## src/rtl/tcs_pkg.sv

```systemverilog
package tcs_pkg;

  typedef enum logic [2:0] {
    SRC_DIV1  = 3'b000,
    SRC_DIV2  = 3'b001,
    SRC_DIV4  = 3'b010,
    SRC_DIV8  = 3'b011,
    SRC_DIV32 = 3'b100,
    SRC_PIN   = 3'b101,
    SRC_OFF_A = 3'b110,
    SRC_OFF_B = 3'b111
  } src_code_e;

  typedef enum logic [1:0] {
    EDGE_RISE = 2'b00,
    EDGE_FALL = 2'b01,
    EDGE_BOTH = 2'b10,
    EDGE_RISE_ALT = 2'b11
  } edge_code_e;

  // True for codes served by the prescaler
  function automatic logic code_is_internal(input logic [2:0] code);
    return (code <= SRC_DIV32);
  endfunction

  // log2 of the division ratio for an internal code
  function automatic int unsigned div_shift(input logic [2:0] code);
    case (code)
      SRC_DIV1:  return 0;
      SRC_DIV2:  return 1;
      SRC_DIV4:  return 2;
      SRC_DIV8:  return 3;
      SRC_DIV32: return 5;
      default:   return 0;
    endcase
  endfunction

  // Does a detected transition qualify under the chosen edge code
  function automatic logic edge_qualifies(input logic [1:0] mode,
                                          input logic rise,
                                          input logic fall);
    case (mode)
      EDGE_FALL: return fall;
      EDGE_BOTH: return rise | fall;
      default:   return rise;
    endcase
  endfunction

endpackage

```

## src/rtl/tcs_prescaler.sv

```systemverilog
module tcs_prescaler #(
  parameter int PRE_W = 5
) (
  input  logic           clk_i,
  input  logic           rst_i,
  output logic [PRE_W:0] wrap_o
);

  logic [PRE_W-1:0] cnt_q;

  always_ff @(posedge clk_i) begin
    if (rst_i) cnt_q <= '0;
    else       cnt_q <= cnt_q + 1'b1;
  end

  // wrap_o[i] flags that the low i bits of the count are all zero
  for (genvar i = 0; i <= PRE_W; i++) begin : g_wrap
    if (i == 0) begin : g_always
      assign wrap_o[i] = 1'b1;
    end else begin : g_low
      assign wrap_o[i] = ~|cnt_q[i-1:0];
    end
  end

  // free-running, one step per clock, never restarted except by reset
  assert_cnt_step_R5: assert property (@(posedge clk_i) disable iff (rst_i)
    !$past(rst_i) |-> cnt_q == PRE_W'($past(cnt_q) + 1'b1));

endmodule

```

## src/rtl/tcs_ext_edge.sv

```systemverilog
module tcs_ext_edge
  import tcs_pkg::*;
#(
  parameter int SYNC_STAGES = 2,
  parameter int MIN_PW      = 3
) (
  input  logic       clk_i,
  input  logic       rst_i,
  input  logic       pin_i,
  input  logic       active_i,
  input  logic [1:0] edge_sel_i,
  output logic       hit_o,
  output logic       viol_o
);

  localparam int RUN_W = $clog2(MIN_PW + 1);

  logic [SYNC_STAGES-1:0] sync_q;
  logic                   prev_q;
  logic [RUN_W-1:0]       run_q;
  logic                   viol_q;

  logic level_w, rise_w, fall_w, change_w, short_w;

  always_ff @(posedge clk_i) begin
    if (rst_i) begin
      sync_q <= '0;
      prev_q <= 1'b0;
    end else begin
      sync_q <= {sync_q[SYNC_STAGES-2:0], pin_i};
      prev_q <= sync_q[SYNC_STAGES-1];
    end
  end

  assign level_w  = sync_q[SYNC_STAGES-1];
  assign rise_w   = level_w & ~prev_q;
  assign fall_w   = ~level_w & prev_q;
  assign change_w = rise_w | fall_w;
  assign short_w  = change_w && (run_q < RUN_W'(MIN_PW));
  assign hit_o    = edge_qualifies(edge_sel_i, rise_w, fall_w);

  // Phase length tracker, saturating at MIN_PW; starts saturated after reset
  always_ff @(posedge clk_i) begin
    if (rst_i) begin
      run_q  <= RUN_W'(MIN_PW);
      viol_q <= 1'b0;
    end else begin
      if (change_w)                    run_q <= RUN_W'(1);
      else if (run_q < RUN_W'(MIN_PW)) run_q <= run_q + 1'b1;
      if (short_w && active_i)         viol_q <= 1'b1;
    end
  end

  assign viol_o = viol_q;

  // the violation flag is sticky until reset
  assert_viol_sticky_R10: assert property (@(posedge clk_i) disable iff (rst_i)
    (!$past(rst_i) && $past(viol_o)) |-> viol_o);

  // the flag only rises after a cycle in which the external source was active
  assert_viol_active_R11: assert property (@(posedge clk_i) disable iff (rst_i)
    (!$past(rst_i) && $rose(viol_o)) |-> $past(active_i));

endmodule

```

## src/rtl/tcs_count_source.sv

```systemverilog
module tcs_count_source
  import tcs_pkg::*;
#(
  parameter int PRE_W       = 5,
  parameter int SYNC_STAGES = 2,
  parameter int MIN_PW      = 3
) (
  input  logic       clk_i,
  input  logic       rst_i,
  input  logic [2:0] src_sel_i,
  input  logic       ext_en_i,
  input  logic [1:0] edge_sel_i,
  input  logic       ext_clk_i,
  output logic       count_strobe_o,
  output logic       pw_violation_o
);

  logic [PRE_W:0] wrap_w;
  logic           ext_active_w;
  logic           int_active_w;
  logic           ext_hit_w;
  logic           int_hit_w;
  logic           strobe_d;
  logic           strobe_q;

  tcs_prescaler #(.PRE_W(PRE_W)) u_pre (
    .clk_i  (clk_i),
    .rst_i  (rst_i),
    .wrap_o (wrap_w)
  );

  assign ext_active_w = (src_sel_i == SRC_PIN) && ext_en_i;
  assign int_active_w = code_is_internal(src_sel_i);

  tcs_ext_edge #(.SYNC_STAGES(SYNC_STAGES), .MIN_PW(MIN_PW)) u_ext (
    .clk_i      (clk_i),
    .rst_i      (rst_i),
    .pin_i      (ext_clk_i),
    .active_i   (ext_active_w),
    .edge_sel_i (edge_sel_i),
    .hit_o      (ext_hit_w),
    .viol_o     (pw_violation_o)
  );

  always_comb begin
    int_hit_w = wrap_w[div_shift(src_sel_i)];
    if (int_active_w)      strobe_d = int_hit_w;
    else if (ext_active_w) strobe_d = ext_hit_w;
    else                   strobe_d = 1'b0;
  end

  always_ff @(posedge clk_i) begin
    if (rst_i) strobe_q <= 1'b0;
    else       strobe_q <= strobe_d;
  end

  assign count_strobe_o = strobe_q;

  // divide-by-one counts every cycle
  assert_div1_every_R2: assert property (@(posedge clk_i) disable iff (rst_i)
    (src_sel_i == SRC_DIV1) |=> count_strobe_o);

  // unused codes never count
  assert_off_codes_R6: assert property (@(posedge clk_i) disable iff (rst_i)
    (src_sel_i == SRC_OFF_A || src_sel_i == SRC_OFF_B) |=> !count_strobe_o);

  // pin source without its enable gives no counts
  assert_pin_gated_R7: assert property (@(posedge clk_i) disable iff (rst_i)
    (src_sel_i == SRC_PIN && !ext_en_i) |=> !count_strobe_o);

  // first cycle after reset carries no strobe
  assert_reset_quiet_R1: assert property (@(posedge clk_i)
    rst_i |=> !count_strobe_o);

endmodule

```

## config.mk

```make
export PLATFORM = sky130hd
export DESIGN_NAME = tcs_count_source
export DESIGN_NICKNAME = d
export VERILOG_FILES = /design/src/rtl/tcs_pkg.sv /design/src/rtl/tcs_prescaler.sv /design/src/rtl/tcs_ext_edge.sv /design/src/rtl/tcs_count_source.sv
export SDC_FILE = /design/constraint.sdc
export NUM_CORES = 1
export LEC_CHECK = 0
export ABC_CLOCK_PERIOD_IN_PS = 4000
export CORE_AREA = 2 2 39 41
export CTS_CLUSTER_SIZE = 40
export DETAILED_ROUTE_END_ITERATION = 16
export DIE_AREA = 0 0 41 43
export PLACE_DENSITY = 0.65
export SKIP_CTS_REPAIR_TIMING = 1
export SLEW_MARGIN = 20
export SYNTH_ARGS = -nofsm -noshare
export SYNTH_HDL_FRONTEND = slang
export SYNTH_SLANG_ARGS = --single-unit
```

## constraint.sdc

```tcl
create_clock -name clk_i -period 4 [get_ports clk_i]
set_input_delay 1.2 -clock clk_i [delete_from_list [all_inputs] [get_ports clk_i]]
set_output_delay 1.2 -clock clk_i [all_outputs]
set_load 0.1 [all_outputs]
```

# Word-level counts from Yosys, hierarchy flattened
# Index checks and enable logic that the tools add are counted.
# totals
reg_bits	12
wordCells	46
input_bits	9
out_inout_bits	2
# classes
add_sub_neg	2
muxes	8
n_bitwise	5
eq_ne	7
reduce_logical	14
order_cmp	3
# op_table
cell	n
32-bit by 4-bit < comparator with 1-bit output, second input constant	1
3-bit case mux with 4 select lines	1
3-bit by 2-bit == test with 1-bit output, second input constant	2
3-bit == test, second input constant	2
5-bit by 1-bit adder with 5-bit output, second input constant	1
1-bit zero test	5
5-bit OR reduction	1
2-bit two-way mux	2
2-bit OR reduction	2
4-bit OR reduction	1
1-bit binary-select mux with 3-bit select	1
3-bit by 1-bit == test with 1-bit output, second input constant	1
3-bit <= comparator, second input constant	1
1-bit logical AND	3
1-bit two-way mux	3
3-bit OR reduction	1
2-bit by 1-bit adder with 2-bit output, second input constant	1
1-bit AND	2
2-bit by 1-bit == test with 1-bit output, second input constant	1
2-bit == test, second input constant	1
2-bit < comparator, second input constant	1
1-bit inverter	2
1-bit case mux with 2 select lines	1
2-bit nonzero test	1
1-bit bitwise OR	1

# Logic depth before layout (Yosys ltp)
# Gate-level depths: netlist of run 1.
# depth
word_depth	6
mapped_depth	5
ltp_nobuf	5

# Modules after synthesis
# A second synthesis of run 1 with hierarchy kept.
# hier_totals
hier_cells	64
hier_area_um2	630.6
# by_module_without_submodules
mod	cells_per_inst	area_each_um2	n_inst
tcs_ext_edge	30	292.8	1
tcs_prescaler	26	249.0	1
tcs_count_source	8	88.8	1

# Worst setup path before layout of run 1
# OpenSTA, ideal clock, no wires.
# synth_timing
kind	input -> register
from	input port src_sel_i[1]
to	register strobe_q, in the netlist count_strobe_o
setup_time_ps	112
n_path_buf	0
path_stages	3
arrival_time_ps	2257
slack_ps	1631
path_cell_list	or4b_1 > o31a_1 > a2111oi_1
# synth_via
elab_chain_len	5
elab_cells_between_ends	12
cone_classes	order compare: 1; eq/ne: 5; mux: 5; reduce/logical: 1
# synth_lines
item	line	text
start: declaration	tcs_count_source.sv:10	input logic [2:0] src_sel_i,
3-bit == test, or another cell as far along	tcs_pkg.sv:28	case (code)
3-bit case mux with 4 select lines	tcs_pkg.sv:28	
1-bit binary-select mux with 3-bit select	tcs_count_source.sv:46	int_hit_w = wrap_w[div_shift(src_sel_i)];
1-bit two-way mux (implied by the code)	tcs_count_source.sv:46	
1-bit two-way mux *	tcs_count_source.sv:47	if (int_active_w) strobe_d = int_hit_w;
end signal: assignment	tcs_count_source.sv:54	else strobe_q <= strobe_d;
end: declaration	tcs_count_source.sv:24	logic strobe_q;
# Mark *: on every way between the ends. The rest lies on a longest branch, timed or not. The select of a mux whose other input is x is not followed.
# A chain may end at the register's enable or synchronous reset.

# Final worst setup path of run 1
# layout_timing
from	register u_ext.viol_q, in the netlist u_ext.viol_o
to	output port pw_violation_o
# layout_rtl
item	line	text
start: declaration	tcs_ext_edge.sv:21	logic viol_q;
start signal: assignment	tcs_ext_edge.sv:46	viol_q <= 1'b0;
start signal: assignment	tcs_ext_edge.sv:50	if (short_w && active_i) viol_q <= 1'b1;
end: declaration	tcs_count_source.sv:15	output logic pw_violation_o
# No word-level cell between the ends.

==> metrics.md, run 1 <==
| Metric | Value |
|---|---|
| Share of cells above drive strength 1 | 7.14% |
| I/O pin count | 11 |
| Hold WC Path Type | flop to flop |
| Max H-tree Level | 1 |
| Worst vdd ir | 0.200 mV |
| Number of synthesized flops with an enable pin | 0 |
| RSZ-0062 raised after global routing | false |
| Synth Warn # | 0 |
| Most common flop cell mapped by yosys | dfxtp_1 |
| GPL Wtd Cong | 0.659 |
| Final hold violation count | 0 |
| Post-Synthesis Cells | 57 |
| Cell Pwr Density | 439 mW/mm^2 |
| Crit. End Element | primary output |
| Max Cap Violations | 0 |
| Vias per cell | 4.84 |
| First-pass GRT wire length | 1510 um |
| Slowest cell on crit path | clkdlybuf4s50_1 |
| Row count | 14 |
| Root Driver | clkbuf_4 |
| Die footprint | 0.00176 sq mm |
| Sequential fraction of the synthesis area | 42.8% |
| CTS Buf Count | 3 |
| Hpwl dp | 688 um |
| DR WL/cell | 10.8 um |
| Mapped cell area | 562 sq um |
| Buf/Inv on CP | 1 |
| Global route total overflow | 0 |
| CP required | 2800 ps |
| Synth area leader | dfxtp_1 |
| Max Transition Viols Final | 0 |
| P&R area growth vs syn | 27.2% |
| Worst endpoint data arrival time | 1760 ps |
| Starting Density | 40.6% |
| DRC Markers | 0 |
| CP Cell Sequence | clkdlybuf4s50_1 |
| Commonest non-fill, non-tap cell in the layout | dfxtp_1 |
| Slew headroom | 35.3% |
| Vias | 416 |
| Die W | 41 um |
| CP startpoint kind | flop |
| FF+latch count, synth | 12 |
| Distinct cell type count after synthesis | 23 |
| Core region area | 0.00138 sq mm |
| Lkg Pwr | 0.295 nW |
| Initial antenna violation count | 0 |
| Worst-path clk slew | 80 ps |
| Port buffer count | 10 |
| Setup TNS | 0 ps |
| Antenna-violating nets left | 0 |
| Mean Syn Cell Area | 9.86 sq um |
| Largest net degree at the start of global routing | 13 |
| DRT iter0 DRCs | 4 |
| Outcome | complete, no violations |
| Die H | 43 um |
| Synth area leaders | dfxtp_1 (43%), ha_1 (16%), nor2_1 (4.7%) |
| Min Tclk post-route | 2960 ps |
| Setup Skew | 4.24 ps |
| Period utilisation layout | 73.9% |
| Kind of cell adding the most delay to the critical path | buffers and inverters |
| Final net count | 87 |
| Routed wire length | 927 um |
| Clk Latency, worst-skew pair | 280 ps |
| All-Layer GR Usage | 13.3% |
| Syn Nets | 73 |
| CTS tree | done |
| Worst slew pin tran | 968 ps |
| Commonest non-fill, non-tap cells in the layout | dfxtp_1 (12), clkdlybuf4s50_1 (10), nor2_1 (7), ha_1 (7), inv_1 (6) |
| CP Max Fanout | 2 |
| Worst stage delay on the critical path | 1140 ps |
| Clock sink count | 12 |
| 1st-pass router iterations | 4 |
| Final cell utilization of the core | 51.6% |
| Clock Tree Buf Depth | 2 |
| Ant. Diodes | 0 |
| Post-synth top area share | 42.8% |
| Crit Path Class | flop to primary output |
| Vias in the first global route | 383 |
| Fmax | 338 MHz |
| Asr flop ratio synth | 0% |
| Final setup viols | 0 |
[state kept, by name (all words and copies together), names as in the netlist]
signal / count
u_pre.cnt_q: 5
u_ext.run_q: 2
u_ext.sync_q: 2
count_strobe_o: 1
u_ext.prev_q: 1
u_ext.viol_o: 1
[synthesized netlist by cell type, types with 2 or more instances]
library cell / number
dfxtp_1: 12
ha_1: 7
inv_1: 6
nand3_1: 2
nor2_1: 7
nor2b_1: 4
xor2_1: 3
[final cells by class]
type | instances | area [sq um]
clock buffer | 4 | 36.3
fill | 130 | 669
inverter | 6 | 22.5
multi-input combinational | 38 | 295
sequential | 12 | 240
tap | 16 | 20.0
timing repair buffer | 10 | 100
[cell families (layout without fill, tap and decap cells)]
logic type	count (synthesis)	after routing	synth area share [%]
multiplexers	1	1	2.00
flip-flops	12	12	42.8
AO/OA/AOI/OAI	6	6	8.69
AND/OR/NAND/NOR	20	20	20.0
buffers and inverters	7	20	4.68
adder cells (fa/ha/maj)	7	7	15.6
XOR/XNOR	4	4	6.24
[through the flow]
step	power, mW	hold slack, ps	cell area [sq um]	worst slack, ps	cells
after floorplan	0.199	414	562	1630	57
after global placement	0.216	431	678	1140	82
after detailed placement	0.218	430	678	1070	82
after CTS	0.317	448	714	1030	86
after global routing	0.337	463	714	997	86
final	0.314	448	714	1040	86
[per-layer routing]
metal / track usage, % / wire [um] / part of all wire [%]
met4: 10.0 / 23 / 2.5
met5: 0 / 0 / 0
met1: 16.5 / 478 / 52
met3: 4.71 / 61 / 6.6
met2: 17.8 / 364 / 39
[worst paths after layout]
kind / from / to / cells after the start / slack (ps)
setup / recovery: u_ext.viol_o$_SDFFE_PP0P_ / pw_violation_o / 1 / 1040
hold / removal: u_ext.sync_q[0]$_SDFF_PP0_ / u_ext.sync_q[1]$_SDFF_PP0_ / 1 / 450
hold reg to reg: u_ext.sync_q[0]$_SDFF_PP0_ / u_ext.sync_q[1]$_SDFF_PP0_ / 1 / 450
setup reg to reg: u_pre.cnt_q[0]$_SDFF_PP0_ / count_strobe_o$_SDFF_PP0_ / 5 / 2210
[where the power goes]
| part | total [mW] | switching, mW | internal (mW) |
|---|---|---|---|
| clock | 0.0984 | 0.0431 | 0.0554 |
| sequential | 0.142 | 0.00849 | 0.133 |
| combinational | 0.0735 | 0.0331 | 0.0404 |
(Power assumes the default switching activity.)
==> inputs of run 2 (changes only) <==
--- a/config.mk
+++ b/config.mk
@@ -5,7 +5,7 @@
 export SDC_FILE = /design/constraint.sdc
 export NUM_CORES = 1
 export LEC_CHECK = 0
-export ABC_CLOCK_PERIOD_IN_PS = 4000
+export ABC_CLOCK_PERIOD_IN_PS = 3000
 export CORE_AREA = 2 2 39 41
 export CTS_CLUSTER_SIZE = 40
 export DETAILED_ROUTE_END_ITERATION = 16
==> constraint.sdc (replaced) <==
create_clock -name clk_i -period 3 [get_ports clk_i]
set_input_delay 0.9 -clock clk_i [delete_from_list [all_inputs] [get_ports clk_i]]
set_output_delay 0.9 -clock clk_i [all_outputs]
set_load 0.1 [all_outputs]
==> run 2 against run 1 <==
  * Count of clock-buffer cells in the layout shrank 1
  * Combinational power is 37% higher
  * First-iteration DRC count decreased by 25%
  * Non-clock buffer count unchanged
  * Die area unchanged
  * Routed wire length increased by 7.0%
  * Global-route usage rose by 1.2 points
  * Utilization decreased by 1.4 points
  * Clock skew down 3.4 ps
  * Sequential share of layout area rose by 0.91 points
  * Hold slack improved by 11 ps
  * Critical path type is now primary input to flop
  * Critical endpoint is now count_strobe_o$_SDFF_PP0_
  * Highest routed layer unchanged
==> metrics.md, run 2 (synthesis gave the netlist of run 1 again) <==
| Metric | Value |
|---|---|
| Clock Tree Buf Depth | 2 |
| Final net count | 87 |
| CP startpoint kind | primary input |
| Commonest non-fill, non-tap cells in the layout | dfxtp_1 (12), clkdlybuf4s50_1 (8), nor2_1 (7), ha_1 (7), inv_1 (6) |
| Die W | 41 um |
| Outcome | complete, no violations |
| Final setup viols | 0 |
| Slew headroom | 72.9% |
| Global route total overflow | 0 |
| Clk Latency, worst-skew pair | 260 ps |
| P&R area growth vs syn | 23.8% |
| Largest net degree at the start of global routing | 13 |
| First-pass GRT wire length | 1570 um |
| DR WL/cell | 11.7 um |
| Min Tclk post-route | 2310 ps |
| Max H-tree Level | 1 |
| Core region area | 0.00138 sq mm |
| Worst endpoint data arrival time | 2470 ps |
| CTS Buf Count | 3 |
| Vias per cell | 4.66 |
| Root Driver | clkbuf_4 |
| CTS tree | done |
| Setup TNS | 0 ps |
| Crit Path Class | primary input to flop |
| Vias in the first global route | 384 |
| GPL Wtd Cong | 0.659 |
| Clock sink count | 12 |
| Worst vdd ir | 0.213 mV |
| Max Transition Viols Final | 0 |
| DRC Markers | 0 |
| Die footprint | 0.00176 sq mm |
| Period utilisation layout | 77.0% |
| Biggest regs | u_pre.cnt_q: 5 flops, u_ext.run_q: 2 flops, u_ext.sync_q: 2 flops |
| Largest register FFs | 5 |
| Starting Density | 40.6% |
| Fmax | 433 MHz |
| CP Max Fanout | 4 |
| Hold WC Path Type | flop to flop |
| Worst hold slack | 459 ps |
| Row count | 14 |
| Share of cells above drive strength 1 | 8.70% |
| All-Layer GR Usage | 14.4% |
| Setup Skew | 0.814 ps |
| 1st-pass router iterations | 3 |
| Routed wire length | 992 um |
| Worst-path clk slew | 70 ps |
| Lkg Pwr | 0.291 nW |
| Vias | 396 |
| Biggest register | u_pre.cnt_q |
| Port buffer count | 10 |
| Final hold violation count | 0 |
| Hpwl dp | 777 um |
| DRT iter0 DRCs | 3 |
| Max Cap Violations | 0 |
| Antenna-violating nets left | 0 |
| I/O pin count | 11 |
| Ant. Diodes | 0 |
| RSZ-0062 raised after global routing | false |
| Fill count | 132 |
| Initial antenna violation count | 0 |
| Commonest non-fill, non-tap cell in the layout | dfxtp_1 |
| CP required | 3160 ps |
| Die H | 43 um |
| Crit. End Element | flop |
| Worst slew pin tran | 405 ps |
| Cell Pwr Density | 556 mW/mm^2 |
[run 2: area by class of cell]
class	count	area (sq um)	share of cell area [%]
timing repair buffer	10	95.1	13.7
inverter	6	22.5	3.24
tap	16	20.0	2.88
clock buffer	3	22.5	3.24
sequential	12	240	34.5
multi-input combinational	38	295	42.4
[run 2: per-stage QoR]
step	util, %	power [mW]	setup slack (ps)	instance area [sq um]	std cells
floorplan	-	0.266	931	562	57
CTS	50.3	0.394	682	696	85
global route	50.3	0.416	635	696	85
detailed placement	48.6	0.297	394	673	82
finish	50.3	0.387	689	696	85
global placement	48.6	0.288	437	673	82
[run 2: per-layer routing]
| metal | vias up | wire (um) | track usage, % |
|---|---|---|---|
| li1 | 214 | - | - |
| met1 | 172 | 445 | 16.1 |
| met2 | 8 | 479 | 20.0 |
| met3 | 2 | 46 | 3.14 |
| met4 | 0 | 21 | 16.0 |
| met5 | - | 0 | 0 |
[run 2: final timing paths]
check / slack, ps / depth (start not counted) / startpoint / end
hold / removal: 460 / 1 / u_ext.sync_q[0]$_SDFF_PP0_ / u_ext.sync_q[1]$_SDFF_PP0_
setup reg to reg: 1240 / 5 / u_pre.cnt_q[0]$_SDFF_PP0_ / count_strobe_o$_SDFF_PP0_
setup / recovery: 690 / 4 / src_sel_i[1] / count_strobe_o$_SDFF_PP0_
hold reg to reg: 460 / 1 / u_ext.sync_q[0]$_SDFF_PP0_ / u_ext.sync_q[1]$_SDFF_PP0_
[run 2: power by group]
part	internal, mW	switching (mW)	total [mW]
sequential	0.178	0.0126	0.191
combinational	0.0542	0.0468	0.101
clock	0.0464	0.0486	0.0950
total	0.279	0.108	0.387
[run 2: worst max-delay path: stages]
cell and delay [ps]:
clkdlybuf4s50_1 450, or4b_1 510, o31a_1 240, a2111oi_1 360
